`src/rtl/qspi_pkg.sv`:
```
package qspi_pkg;

  localparam int BUS_W = 16;

  // register select codes
  localparam logic [2:0] RS_MODE = 3'd0;
  localparam logic [2:0] RS_WRAP = 3'd1;
  localparam logic [2:0] RS_CTRL = 3'd2;
  localparam logic [2:0] RS_STAT = 3'd3;
  localparam logic [2:0] RS_PTR  = 3'd4;
  localparam logic [2:0] RS_DATA = 3'd5;

  // command word bit positions
  localparam int CMD_HOLD  = 15;
  localparam int CMD_WIDE  = 14;
  localparam int CMD_PAUSE = 13;

  typedef enum logic [2:0] {
    SQ_IDLE,
    SQ_SETUP,
    SQ_XFER,
    SQ_GAP,
    SQ_DESEL
  } seq_state_t;

  // clocks per SCK half period; values below 2 behave as 2
  function automatic logic [7:0] half_period(input logic [7:0] div);
    return (div < 8'd2) ? 8'd2 : div;
  endfunction

  // word width in bits for one entry
  function automatic logic [4:0] word_bits(input logic [3:0] field, input logic wide);
    if (!wide) return 5'd8;
    return (field == 4'd0) ? 5'd16 : {1'b0, field};
  endfunction

endpackage

```
`src/rtl/qspi_ram.sv`:
```
module qspi_ram #(
  parameter int DW    = 16,
  parameter int DEPTH = 16
) (
  input  logic                     clk,
  input  logic                     rst_n,
  input  logic                     we,
  input  logic [$clog2(DEPTH)-1:0] waddr,
  input  logic [DW-1:0]            wdata,
  input  logic [$clog2(DEPTH)-1:0] raddr_a,
  output logic [DW-1:0]            rdata_a,
  input  logic [$clog2(DEPTH)-1:0] raddr_b,
  output logic [DW-1:0]            rdata_b
);
  logic [DW-1:0] mem [DEPTH];

  always_ff @(posedge clk or negedge rst_n) begin
    if (!rst_n) begin
      for (int i = 0; i < DEPTH; i++) mem[i] <= '0;
    end else if (we) begin
      mem[waddr] <= wdata;
    end
  end

  assign rdata_a = mem[raddr_a];
  assign rdata_b = mem[raddr_b];
endmodule

```
`src/rtl/qspi_shift_engine.sv`:
```
module qspi_shift_engine #(
  parameter int DW   = 16,
  parameter int DIVW = 8,
  localparam int NBW = $clog2(DW) + 1,
  localparam int EW  = NBW + 1
) (
  input  logic            clk,
  input  logic            rst_n,
  input  logic            start,
  input  logic [DW-1:0]   tx_word,
  input  logic [NBW-1:0]  nbits,
  input  logic [DIVW-1:0] div,
  input  logic            cpol,
  input  logic            cpha,
  input  logic            miso,
  output logic            sck,
  output logic            mosi,
  output logic            busy,
  output logic            done,
  output logic [DW-1:0]   rx_word
);
  localparam logic [NBW-1:0] DWL = NBW'(DW);

  logic            active;
  logic [DIVW-1:0] hc;
  logic [EW-1:0]   ec;
  logic            tog;
  logic [DW-1:0]   tx_sr, rx_sr;
  logic [NBW-1:0]  nb_q;
  logic [DIVW-1:0] div_q;
  logic            cpha_q;
  logic            done_q;

  // named edge events
  logic edge_now, lead_edge, sample_now, shift_now, last_now;
  assign edge_now   = active && (hc == div_q - 1'b1);
  assign lead_edge  = ~ec[0];
  assign sample_now = edge_now && (lead_edge ^ cpha_q);
  assign shift_now  = edge_now && !(lead_edge ^ cpha_q) && (ec != '0);
  assign last_now   = edge_now && (ec == EW'({nb_q, 1'b0} - 1'b1));

  function automatic logic [DW-1:0] align_msb(input logic [DW-1:0] w, input logic [NBW-1:0] n);
    return w << (DWL - n);
  endfunction

  always_ff @(posedge clk or negedge rst_n) begin
    if (!rst_n) begin
      active <= 1'b0;
      hc     <= '0;
      ec     <= '0;
      tog    <= 1'b0;
      tx_sr  <= '0;
      rx_sr  <= '0;
      nb_q   <= '0;
      div_q  <= '0;
      cpha_q <= 1'b0;
      done_q <= 1'b0;
    end else begin
      done_q <= last_now;
      if (start && !active) begin
        active <= 1'b1;
        hc     <= '0;
        ec     <= '0;
        tog    <= 1'b0;
        tx_sr  <= align_msb(tx_word, nbits);
        rx_sr  <= '0;
        nb_q   <= nbits;
        div_q  <= div;
        cpha_q <= cpha;
      end else if (active) begin
        hc <= edge_now ? '0 : hc + 1'b1;
        if (edge_now) begin
          tog <= ~tog;
          ec  <= ec + 1'b1;
        end
        if (sample_now) rx_sr <= {rx_sr[DW-2:0], miso};
        if (shift_now)  tx_sr <= {tx_sr[DW-2:0], 1'b0};
        if (last_now)   active <= 1'b0;
      end
    end
  end

  assign sck     = cpol ^ tog;
  assign mosi    = tx_sr[DW-1];
  assign busy    = active;
  assign done    = done_q;
  assign rx_word = rx_sr;

  assert_half_count_R3: assert property (@(posedge clk) disable iff (!rst_n)
    active |-> (hc < div_q));
  assert_sck_rest_R3: assert property (@(posedge clk) disable iff (!rst_n)
    !active |-> (tog == 1'b0));
  assert_edge_bound_R4: assert property (@(posedge clk) disable iff (!rst_n)
    active |-> (ec < {nb_q, 1'b0}));
endmodule

```
`src/rtl/qspi_queue_master.sv`:
```
module qspi_queue_master
  import qspi_pkg::*;
#(
  parameter int DEPTH = 16,
  parameter int DW    = 16,
  parameter int NCS   = 4,
  parameter int DIVW  = 8
) (
  input  logic           clk,
  input  logic           rst_n,
  input  logic [2:0]     bus_sel,
  input  logic           bus_wr,
  input  logic           bus_rd,
  input  logic [15:0]    bus_wdata,
  output logic [15:0]    bus_rdata,
  output logic           sck,
  output logic           mosi,
  input  logic           miso,
  output logic [NCS-1:0] cs,
  output logic           irq
);
  localparam int IW  = $clog2(DEPTH);
  localparam int PW  = IW + 2;
  localparam int NBW = $clog2(DW) + 1;

  // ---------------- host registers ----------------
  logic [15:0]   mode_q;
  logic [IW-1:0] end_q;
  logic          idle_q;
  logic [7:0]    dly_q;
  logic          busy_q;
  logic          done_flag;
  logic [PW-1:0] ptr_q;

  logic [DIVW-1:0] f_div;
  logic [3:0]      f_bits;
  logic            f_cpha, f_cpol, f_master;
  assign f_div    = mode_q[DIVW-1:0];
  assign f_bits   = mode_q[11:8];
  assign f_cpha   = mode_q[12];
  assign f_cpol   = mode_q[13];
  assign f_master = mode_q[15];

  logic wr_mode, wr_wrap, wr_ctrl, wr_stat, wr_ptr, dp_wr, dp_rd, dp_access;
  assign wr_mode   = bus_wr && (bus_sel == RS_MODE);
  assign wr_wrap   = bus_wr && (bus_sel == RS_WRAP);
  assign wr_ctrl   = bus_wr && (bus_sel == RS_CTRL);
  assign wr_stat   = bus_wr && (bus_sel == RS_STAT);
  assign wr_ptr    = bus_wr && (bus_sel == RS_PTR);
  assign dp_wr     = bus_wr && (bus_sel == RS_DATA);
  assign dp_rd     = bus_rd && (bus_sel == RS_DATA);
  assign dp_access = dp_wr || dp_rd;

  logic [1:0]    region;
  logic [IW-1:0] h_idx;
  assign region = ptr_q[PW-1:IW];
  assign h_idx  = ptr_q[IW-1:0];

  // ---------------- sequencer state ----------------
  seq_state_t    st;
  logic [IW-1:0] q_idx;
  logic [7:0]    gap_cnt;

  logic [DW-1:0]    tx_h, tx_e, rx_h, rx_e, rx_word;
  logic [BUS_W-1:0] cmd_h, cmd_e;
  logic             eng_start, eng_busy, eng_done;

  logic go, at_end, step_done, q_finish, rx_store, cs_on;
  logic cur_hold, cur_pause, cur_wide;
  logic [NCS-1:0] cur_mask;

  assign cur_hold  = cmd_e[CMD_HOLD];
  assign cur_wide  = cmd_e[CMD_WIDE];
  assign cur_pause = cmd_e[CMD_PAUSE];
  assign cur_mask  = cmd_e[NCS-1:0];

  assign go        = wr_ctrl && bus_wdata[15] && f_master && (st == SQ_IDLE);
  assign at_end    = (q_idx == end_q);
  assign step_done = ((st == SQ_XFER) && eng_done && !cur_pause) ||
                     ((st == SQ_GAP) && (gap_cnt == 8'd0));
  assign q_finish  = step_done && at_end;
  assign rx_store  = (st == SQ_XFER) && eng_done;
  assign eng_start = (st == SQ_SETUP);
  assign cs_on     = (st == SQ_SETUP) || (st == SQ_XFER) ||
                     ((st == SQ_GAP) && cur_hold);

  always_ff @(posedge clk or negedge rst_n) begin
    if (!rst_n) begin
      mode_q    <= '0;
      end_q     <= '0;
      idle_q    <= 1'b1;
      dly_q     <= '0;
      busy_q    <= 1'b0;
      done_flag <= 1'b0;
      ptr_q     <= '0;
    end else begin
      if (wr_mode) mode_q <= bus_wdata;
      if (wr_wrap) begin
        end_q  <= bus_wdata[IW-1:0];
        idle_q <= bus_wdata[8];
      end
      if (wr_ctrl) dly_q <= bus_wdata[7:0];
      if (q_finish)  busy_q <= 1'b0;
      else if (go)   busy_q <= 1'b1;
      if (q_finish)                     done_flag <= 1'b1;
      else if (wr_stat && bus_wdata[0]) done_flag <= 1'b0;
      if (wr_ptr)         ptr_q <= bus_wdata[PW-1:0];
      else if (dp_access) ptr_q <= ptr_q + 1'b1;
    end
  end

  always_ff @(posedge clk or negedge rst_n) begin
    if (!rst_n) begin
      st      <= SQ_IDLE;
      q_idx   <= '0;
      gap_cnt <= '0;
    end else begin
      case (st)
        SQ_IDLE: if (go) begin
          st    <= SQ_SETUP;
          q_idx <= '0;
        end
        SQ_SETUP: st <= SQ_XFER;
        SQ_XFER: if (eng_done && cur_pause) begin
          st      <= SQ_GAP;
          gap_cnt <= dly_q;
        end
        SQ_GAP: if (gap_cnt != 8'd0) gap_cnt <= gap_cnt - 1'b1;
        SQ_DESEL: st <= SQ_SETUP;
        default: st <= SQ_IDLE;
      endcase
      if (step_done) begin
        if (at_end) begin
          st <= SQ_IDLE;
        end else begin
          q_idx <= q_idx + 1'b1;
          st    <= cur_hold ? SQ_SETUP : SQ_DESEL;
        end
      end
    end
  end

  // ---------------- queue memories ----------------
  qspi_ram #(.DW(DW), .DEPTH(DEPTH)) u_tx_ram (
    .clk(clk), .rst_n(rst_n),
    .we(dp_wr && (region == 2'd0)), .waddr(h_idx), .wdata(bus_wdata[DW-1:0]),
    .raddr_a(h_idx), .rdata_a(tx_h), .raddr_b(q_idx), .rdata_b(tx_e)
  );

  qspi_ram #(.DW(DW), .DEPTH(DEPTH)) u_rx_ram (
    .clk(clk), .rst_n(rst_n),
    .we(rx_store), .waddr(q_idx), .wdata(rx_word),
    .raddr_a(h_idx), .rdata_a(rx_h), .raddr_b(q_idx), .rdata_b(rx_e)
  );

  qspi_ram #(.DW(BUS_W), .DEPTH(DEPTH)) u_cmd_ram (
    .clk(clk), .rst_n(rst_n),
    .we(dp_wr && (region == 2'd2)), .waddr(h_idx), .wdata(bus_wdata),
    .raddr_a(h_idx), .rdata_a(cmd_h), .raddr_b(q_idx), .rdata_b(cmd_e)
  );

  // ---------------- serial engine ----------------
  qspi_shift_engine #(.DW(DW), .DIVW(DIVW)) u_engine (
    .clk(clk), .rst_n(rst_n),
    .start(eng_start), .tx_word(tx_e),
    .nbits(NBW'(word_bits(f_bits, cur_wide))),
    .div(DIVW'(half_period(8'(f_div)))),
    .cpol(f_cpol), .cpha(f_cpha), .miso(miso),
    .sck(sck), .mosi(mosi), .busy(eng_busy), .done(eng_done), .rx_word(rx_word)
  );

  // ---------------- chip selects ----------------
  for (genvar i = 0; i < NCS; i++) begin : g_cs
    assign cs[i] = (cs_on && cur_mask[i]) ? ~idle_q : idle_q;
  end

  assign irq = done_flag;

  // ---------------- read mux ----------------
  always_comb begin
    bus_rdata = '0;
    case (bus_sel)
      RS_MODE: bus_rdata = mode_q;
      RS_WRAP: bus_rdata = {7'd0, idle_q, 4'd0, 4'(end_q)};
      RS_CTRL: bus_rdata = {busy_q, 7'd0, dly_q};
      RS_STAT: bus_rdata = {15'd0, done_flag};
      RS_PTR:  bus_rdata = 16'(ptr_q);
      RS_DATA: begin
        case (region)
          2'd0:    bus_rdata = 16'(tx_h);
          2'd1:    bus_rdata = 16'(rx_h);
          2'd2:    bus_rdata = cmd_h;
          default: bus_rdata = '0;
        endcase
      end
      default: bus_rdata = '0;
    endcase
  end

  assert_cs_idle_R7: assert property (@(posedge clk) disable iff (!rst_n)
    !busy_q |-> (cs == {NCS{idle_q}}));
  assert_done_source_R11: assert property (@(posedge clk) disable iff (!rst_n)
    $rose(done_flag) |-> $past(q_finish));
  assert_busy_end_R10: assert property (@(posedge clk) disable iff (!rst_n)
    $fell(busy_q) |-> $past(q_finish));
  assert_start_free_R6: assert property (@(posedge clk) disable iff (!rst_n)
    eng_start |-> !eng_busy);
  assert_rx_in_run_R5: assert property (@(posedge clk) disable iff (!rst_n)
    rx_store |-> busy_q);
endmodule

```
`config.mk`:
```
export PLATFORM = sky130hd
export DESIGN_NAME = qspi_queue_master
export DESIGN_NICKNAME = d
export VERILOG_FILES = /design/src/rtl/qspi_pkg.sv /design/src/rtl/qspi_ram.sv /design/src/rtl/qspi_shift_engine.sv /design/src/rtl/qspi_queue_master.sv
export SDC_FILE = /design/constraint.sdc
export NUM_CORES = 2
export LEC_CHECK = 0
export BUFFER_PORTS_ARGS = -buffer_cell sky130_fd_sc_hd__buf_2
export CAP_MARGIN = 10
export CORE_ASPECT_RATIO = 0.8
export CORE_UTILIZATION = 62
export DETAILED_ROUTE_END_ITERATION = 12
export PLACE_DENSITY = 0.79
export SYNTH_ARGS = -nofsm -noshare
export SYNTH_HDL_FRONTEND = slang
export SYNTH_SLANG_ARGS = --single-unit
export TNS_END_PERCENT = 1
```
`constraint.sdc`:
```
create_clock -name clk -period 4.15 [get_ports clk]
set_input_delay 0.83 -clock clk [delete_from_list [all_inputs] [get_ports clk]]
set_output_delay 0.83 -clock clk [all_outputs]
set_load 0.01 [all_outputs]
```
---- Word level (Yosys, flattened, before mapping) ----
Cells that the tools add are included.
Widths: inputs -> output; s select.
cells by class
  order comparisons ....................... 5
  equality and inequality tests ........... 19
  add/subtract/negate cells ............... 8
  reduce and logical (&&, ||, !) cells .... 58
  shift-type cells ........................ 1
  multiplexer cells ....................... 68
  bitwise gates (word level) .............. 7
operator list
  kind                 number
  $bwmux 256           3
  $bmux 16 s4          5
  $mux 16              18
  $demux 16 s4         2
  $pmux 16 s6          1
  $mux 8               6
  $pmux 16 s3          1
  $logic_and 1x1->1    31
  $mux 6               5
  $mux 4               4
  $pmux 8 s2           1
  $reduce_bool 2->1    8
  $shl 16x5->16        1
  $sub 8x1->8 const B  2
  $mux 3               5
  $pmux 3 s5           1
  $mux 1               14
  $add 6x1->6 const B  2
  $eq 3x2->1 const B   4
  $ge 5x5->1 const B   2
  $lt 5x1->1 const B   2
  $mux 5               2
  $not 4->5            2
  $eq 3x3->1 const B   3
  27 further kinds     41
word-level totals
  logic and storage cells ................. 234
  output and inout port bits .............. 23
  flip-flop bits (word level) ............. 883
  input port bits ......................... 24

---- Longest topological paths before layout ----
  depth in word-level cells ............... 9
  gate-level depth with buffers ........... 16
  mapped depth without buffers ............ 13

---- Hierarchy ----
From an unflattened synthesis, not the netlist that was laid out.
second synthesis, totals
  cells, all modules ...................... 3329
  area total of the unflattened synthesis .. 47828.4 µm²
by module, submodules not included
  module             cells an instance  area an instance (µm²)  times used  sequential area each (µm²)
  qspi_ram           849                13470.4                 3           6406.1
  qspi_shift_engine  423                3975.1                  1           1576.5
  qspi_queue_master  359                3442.1                  1           1302.5

---- Worst setup path before layout ----
OpenSTA, ideal clock, no wires.
  path type ............................... flip-flop to output port
  start point ............................. register ptr_q[0]
  end point ............................... output bus_rdata[0]
  stages on the path, launching flop included .. 10
  data arrival time ....................... 2848 ps
  required time ........................... 3320 ps
  path slack .............................. 472 ps
  cell sequence ........................... dfrtp_1 -> clkbuf_1 -> clkbuf_1 -> buf_1 -> mux4_2 -> mux4_2 -> mux2i_1 -> o22ai_1 -> nand2_1 -> o221ai_1
on the way
  word-level cells in the longest chain between the ends .. 6
  elaborated cells on any way between the ends .. 12
ends and longest elaborated chain
  what                                        line                      text
  start, declared                             qspi_queue_master.sv:33   logic [PW-1:0] ptr_q;
  start signal, assigned                      qspi_queue_master.sv:107  if (wr_ptr) ptr_q <= bus_wdata[PW-1:0];
  start signal, assigned                      qspi_queue_master.sv:108  else if (dp_access) ptr_q <= ptr_q + 1'b1;
  $not 4->5 (not written as such)             qspi_ram.sv:25            assign rdata_a = mem[raddr_a];
  $bmux 16 s4                                 qspi_ram.sv:25
  $mux 16 (not written as such) (2 in a row)  qspi_ram.sv:25
  $pmux 16 s3                                 qspi_queue_master.sv:189  case (region)
  $pmux 16 s6 (*)                             qspi_queue_master.sv:182  case (bus_sel)
  end, declared                               qspi_queue_master.sv:15   output logic [15:0] bus_rdata,
Mark *: on every way between the ends. The rest lies on a longest branch, timed or not. The select of a mux whose other input is x is not followed.

---- Worst setup path in the final report ----
  start point ............................. register ptr_q[0]
  end point ............................... output bus_rdata[3]
on the way
  word-level cells in the longest chain between the ends .. 6
  elaborated cells on any way between the ends .. 12
ends and longest elaborated chain
  what                                        line
  $not 4->5 (not written as such) (*)         qspi_ram.sv:25
  $bmux 16 s4                                 qspi_ram.sv:25
  $mux 16 (not written as such) (2 in a row)  qspi_ram.sv:25
  $pmux 16 s3 (*)                             qspi_queue_master.sv:189
  $pmux 16 s6 (*)                             qspi_queue_master.sv:182
Marked as above.

==> results.txt <==
- Of the cells placed in the final design, the portion with a size suffix greater than 1 is 0.493.
* Tot GR Track Use: 0.350
- Once routing completed, OpenROAD measured the worst setup slack at -0.130 ns.
- No sink is reached through more buffers than the 3 on the longest clock path.
- After clock tree synthesis, the clock-pin slew on the worst setup and hold paths is 0.07 ns.
- After detailed routing, the average wire length per cell comes to 30.4 um.
- The analysis attributes to cell leakage a power of 23.3 nW.
- Pin count of the biggest net entering global routing: 131
* Worst Setup Path Type: reg -> out
* Sum of net half-perimeters after detailed placement: 75800 um
- Remaining max-slew budget at the tightest pin: 0.273
- Post-detailed-routing wire length: 123000 um
- Buffers inserted during clock tree synthesis total 86.
- Number of enable flip-flop cells after synthesis: 0
- Leaving out fill and tap cells, the most frequent cell in the layout is dfrtp_1.
- Transition time at the pin with the least slew margin: 1.09 ns
- Worst reg2reg path startpoint: q_idx[3]$_DFF_PN0_
- Per-instance average area after synthesis: 14.6 um^2
- Final-report max-slew violation count: 0
- Number of distinct standard cells referenced by the synthesized netlist: 77
- DRC Markers: 0
- Before antenna repair, the detailed router went through 7 iterations.
- Crit path time final: 4.28 ns
* Final standard cell count with taps included and fillers excluded: 4063
- The count of nets left with antenna violations once routing finished came out at 0.
- STA classifies the critical path startpoint as a register.
- Number of I/O port buffers: 46
* Commonest register cell after synthesis: dfrtp_1
* Maximum net fanout on the critical path: 7
- In this run, synthesis produced a sequential element count of 883.
- The first global-routing pass estimated 190000 um of wire.
- Root Driver: clkbuf_16
- After clock tree synthesis, the flow added hold-fix buffers numbering 0.
- Synthesis produced 3042 cells.
- For the worst-skew pair, the clock arrives at the later sink with an insertion delay of 0.67 ns.
- Critical Path End Type: output port
- For this run, global-route usage on met1 was measured as 0.496.
* Capturing point of the worst reg2reg path: u_engine.tx_sr[14]$_DFFE_PN0P_
* Flop-to-flop setup slack: 0.24 ns
- The die is 242 um tall.
- The final count of hold timing violations was 0.
- Unrepaired setup endpoints after global routing: yes
* Part of the cycle the worst path needs: 1.03
- The initial antenna violation count is 2.
- Setup violations remaining at the end of the flow were counted as 15.
- Global routing's busiest layer: met2
- The number of nets in the synthesized netlist is 3081.
- The core region is 70800 um^2.
- Violations in the final reports: setup timing
- Routability-driven placement finished with a final weighted congestion of 0.931.
- After detailed placement, the total cell area comes to 46200 um^2.
* Die W: 302 um
- In this run the cell area of the synthesized design comes to 44600 um^2.
* Clk_skew: 0.0264 ns
- Met3 layer usage reported by global route: 0.0879
* Post-placement cell count: 3886
* Avg Vias per Cell: 7.06
- For this block, the initial DRC count from the detailed router was 3323.
- Pwr per Cell Area: 519 nW/um^2
- Met2 usage in global routing: 0.522
* Most frequent cells in the layout: dfrtp_1 (876), mux2_2 (798), mux4_2 (344)
- Number of cells on the worst reg-to-reg path: 9
- IO Count: 47
- Run status: complete, but fails checks
* Post-route cell area: 49800 um^2
- The min-delay analysis places its worst path in the category in -> async.
* Post-synthesis sequential area ratio: 0.496
- Number of global-route vias before repair: 30400
* Die Area: 72900 um^2
* Upper clock frequency limit: 234 MHz
- Number of maximum-capacitance constraint violations: 0
- For this run, the post-layout net count is 3098.
- At the worst endpoint, the required time is 3.32 ns.
- TritonCTS built the clock tree.
- Via count: 28700
- Across the VDD grid, the largest voltage drop is 0.399 mV.
* H-tree level count: 3
- The floorplan has 87 rows.
- Counting flops with an async set or reset pin after synthesis yields a share of 1.00.
* Initial Utilization: 0.630
- The area growth from synthesis to layout is 11.7%.
- During synthesis, Yosys emitted a total of 0 warnings.
* Fill cell instance count of the final layout: 4402
* Number of sinks driven by the clock tree: 883
- Overall overflow remaining after global route: 0
* CP arrival: 3.45 ns
## power by group
| group | internal [mW] | total, mW | switching [mW] |
|---|---|---|---|
| sequential | 9.40 | 10.3 | 0.929 |
| clock | 4.73 | 8.21 | 3.47 |
| combinational | 3.36 | 7.28 | 3.92 |
## kinds of logic (layout without fill, tap and decap cells)
kind of cell             after synthesis  after routing  synth area share
multiplexers                        1202           1202             0.389
adder cells (fa/ha/maj)               15             15           0.00421
other                                  0              1                 0
buffers and inverters                320            406            0.0295
flip-flops                           883            883             0.496
AO/OA/AOI/OAI                        213            213            0.0332
XOR/XNOR                              41             41           0.00806
AND/OR/NAND/NOR                      368            368            0.0399
## critical path, cell delays in order (launching register included)
cell,delay [ns]
dfrtp_4,0.50
buf_12,0.15
buf_12,0.13
buf_16,0.14
mux4_2,0.42
mux4_2,0.57
mux2i_4,0.26
o22ai_1,0.22
nand2_1,0.13
o211ai_1,0.09
buf_2,0.16
## flip-flops by register name (all words and copies together), names as in the netlist, 3 cells and up
| name | flops |
|---|---|
| u_engine.nb_q | 5 |
| mode_q | 16 |
| u_engine.hc | 8 |
| u_engine.div_q | 8 |
| u_engine.ec | 6 |
| dly_q | 8 |
| st | 3 |
| ptr_q | 6 |
| u_tx_ram.mem | 256 |
| end_q | 4 |
| u_cmd_ram.mem | 256 |
| u_engine.rx_word | 16 |
| q_idx | 4 |
| gap_cnt | 8 |
| u_engine.tx_sr | 16 |
| u_rx_ram.mem | 256 |
## timing repair
action | CTS | global route
cloned | 9 | 0
hold endpoints to repair | 0 | 0
endpoints found under the setup margin | 20 | 17
pin swaps | 10 | 2
buffers inserted | 8 | 2
gates resized for setup | 51 | 7
## metal layers
layer	vias up	share of wire
met5	-	0
met4	0	0.044
met3	334	0.10
met2	1592	0.46
met1	15300	0.40
li1	11500	-
## synth_stat cells, types with 7 or more instances
master      n  share of area
a211oi_1    9         0.0015
a21oi_1    28         0.0031
a22o_1      9         0.0018
a22oi_1    24         0.0040
and2_1     12         0.0017
and3_1     13         0.0018
buf_1      52         0.0044
buf_2      32         0.0036
clkbuf_1  179          0.015
dfrtp_1   882           0.50
ha_1       15         0.0042
inv_1      45         0.0038
mux2_2    798           0.20
mux2i_1    58          0.013
mux4_2    344           0.17
nand2_1   124          0.010
nand2b_1   10         0.0014
nand3_1    36         0.0040
nand4_1    10         0.0014
nor2_1     90         0.0076
nor2b_1    13         0.0018
nor3_1     15         0.0017
nor3b_1     7         0.0012
o211ai_1   13         0.0022
o21ai_0    47         0.0053
o22ai_1    18         0.0025
xnor2_1    28         0.0055
xor2_1     13         0.0026
## metrics by stage
step,total power [mW],setup TNS [ns],utilization,hold slack (ns),setup slack (ns)
after floorplan,15.1,0,-,0.457,0.472
after global placement,16.9,0,0.652,0.478,0.382
after detailed placement,17.2,0,0.652,0.488,0.372
after CTS,25.7,-1.05,0.703,0.133,-0.105
after global routing,26.8,-1.92,0.703,0.141,-0.180
final,25.8,-0.967,0.703,0.117,-0.130
## worst max path at each step
| stage | startpoint | to | cells past startpoint |
|---|---|---|---|
| detailed placement | ptr_q[0]$_DFFE_PN0P_ | bus_rdata[8] | 9 |
| global placement | ptr_q[0]$_DFFE_PN0P_ | bus_rdata[8] | 9 |
| global route | ptr_q[0]$_DFFE_PN0P_ | bus_rdata[2] | 12 |
| floorplan | ptr_q[0]$_DFFE_PN0P_ | bus_rdata[0] | 9 |
| CTS | ptr_q[0]$_DFFE_PN0P_ | bus_rdata[10] | 9 |
| finish | ptr_q[0]$_DFFE_PN0P_ | bus_rdata[3] | 10 |
## final cells by class
cell class                      count  area (um^2)  share of cell area
Antenna cell                        1         2.50           0.0000503
Clock buffer                      120         2460              0.0494
Clock inverter                     37          490             0.00986
Inverter                           46          173             0.00347
Multi-Input combinational cell   1839        21400               0.429
Sequential cell                   883        22100               0.445
Tap cell                          934         1170              0.0235
Timing Repair Buffer              203         1980              0.0399
Note: power is estimated with default switching activity, not from simulation.
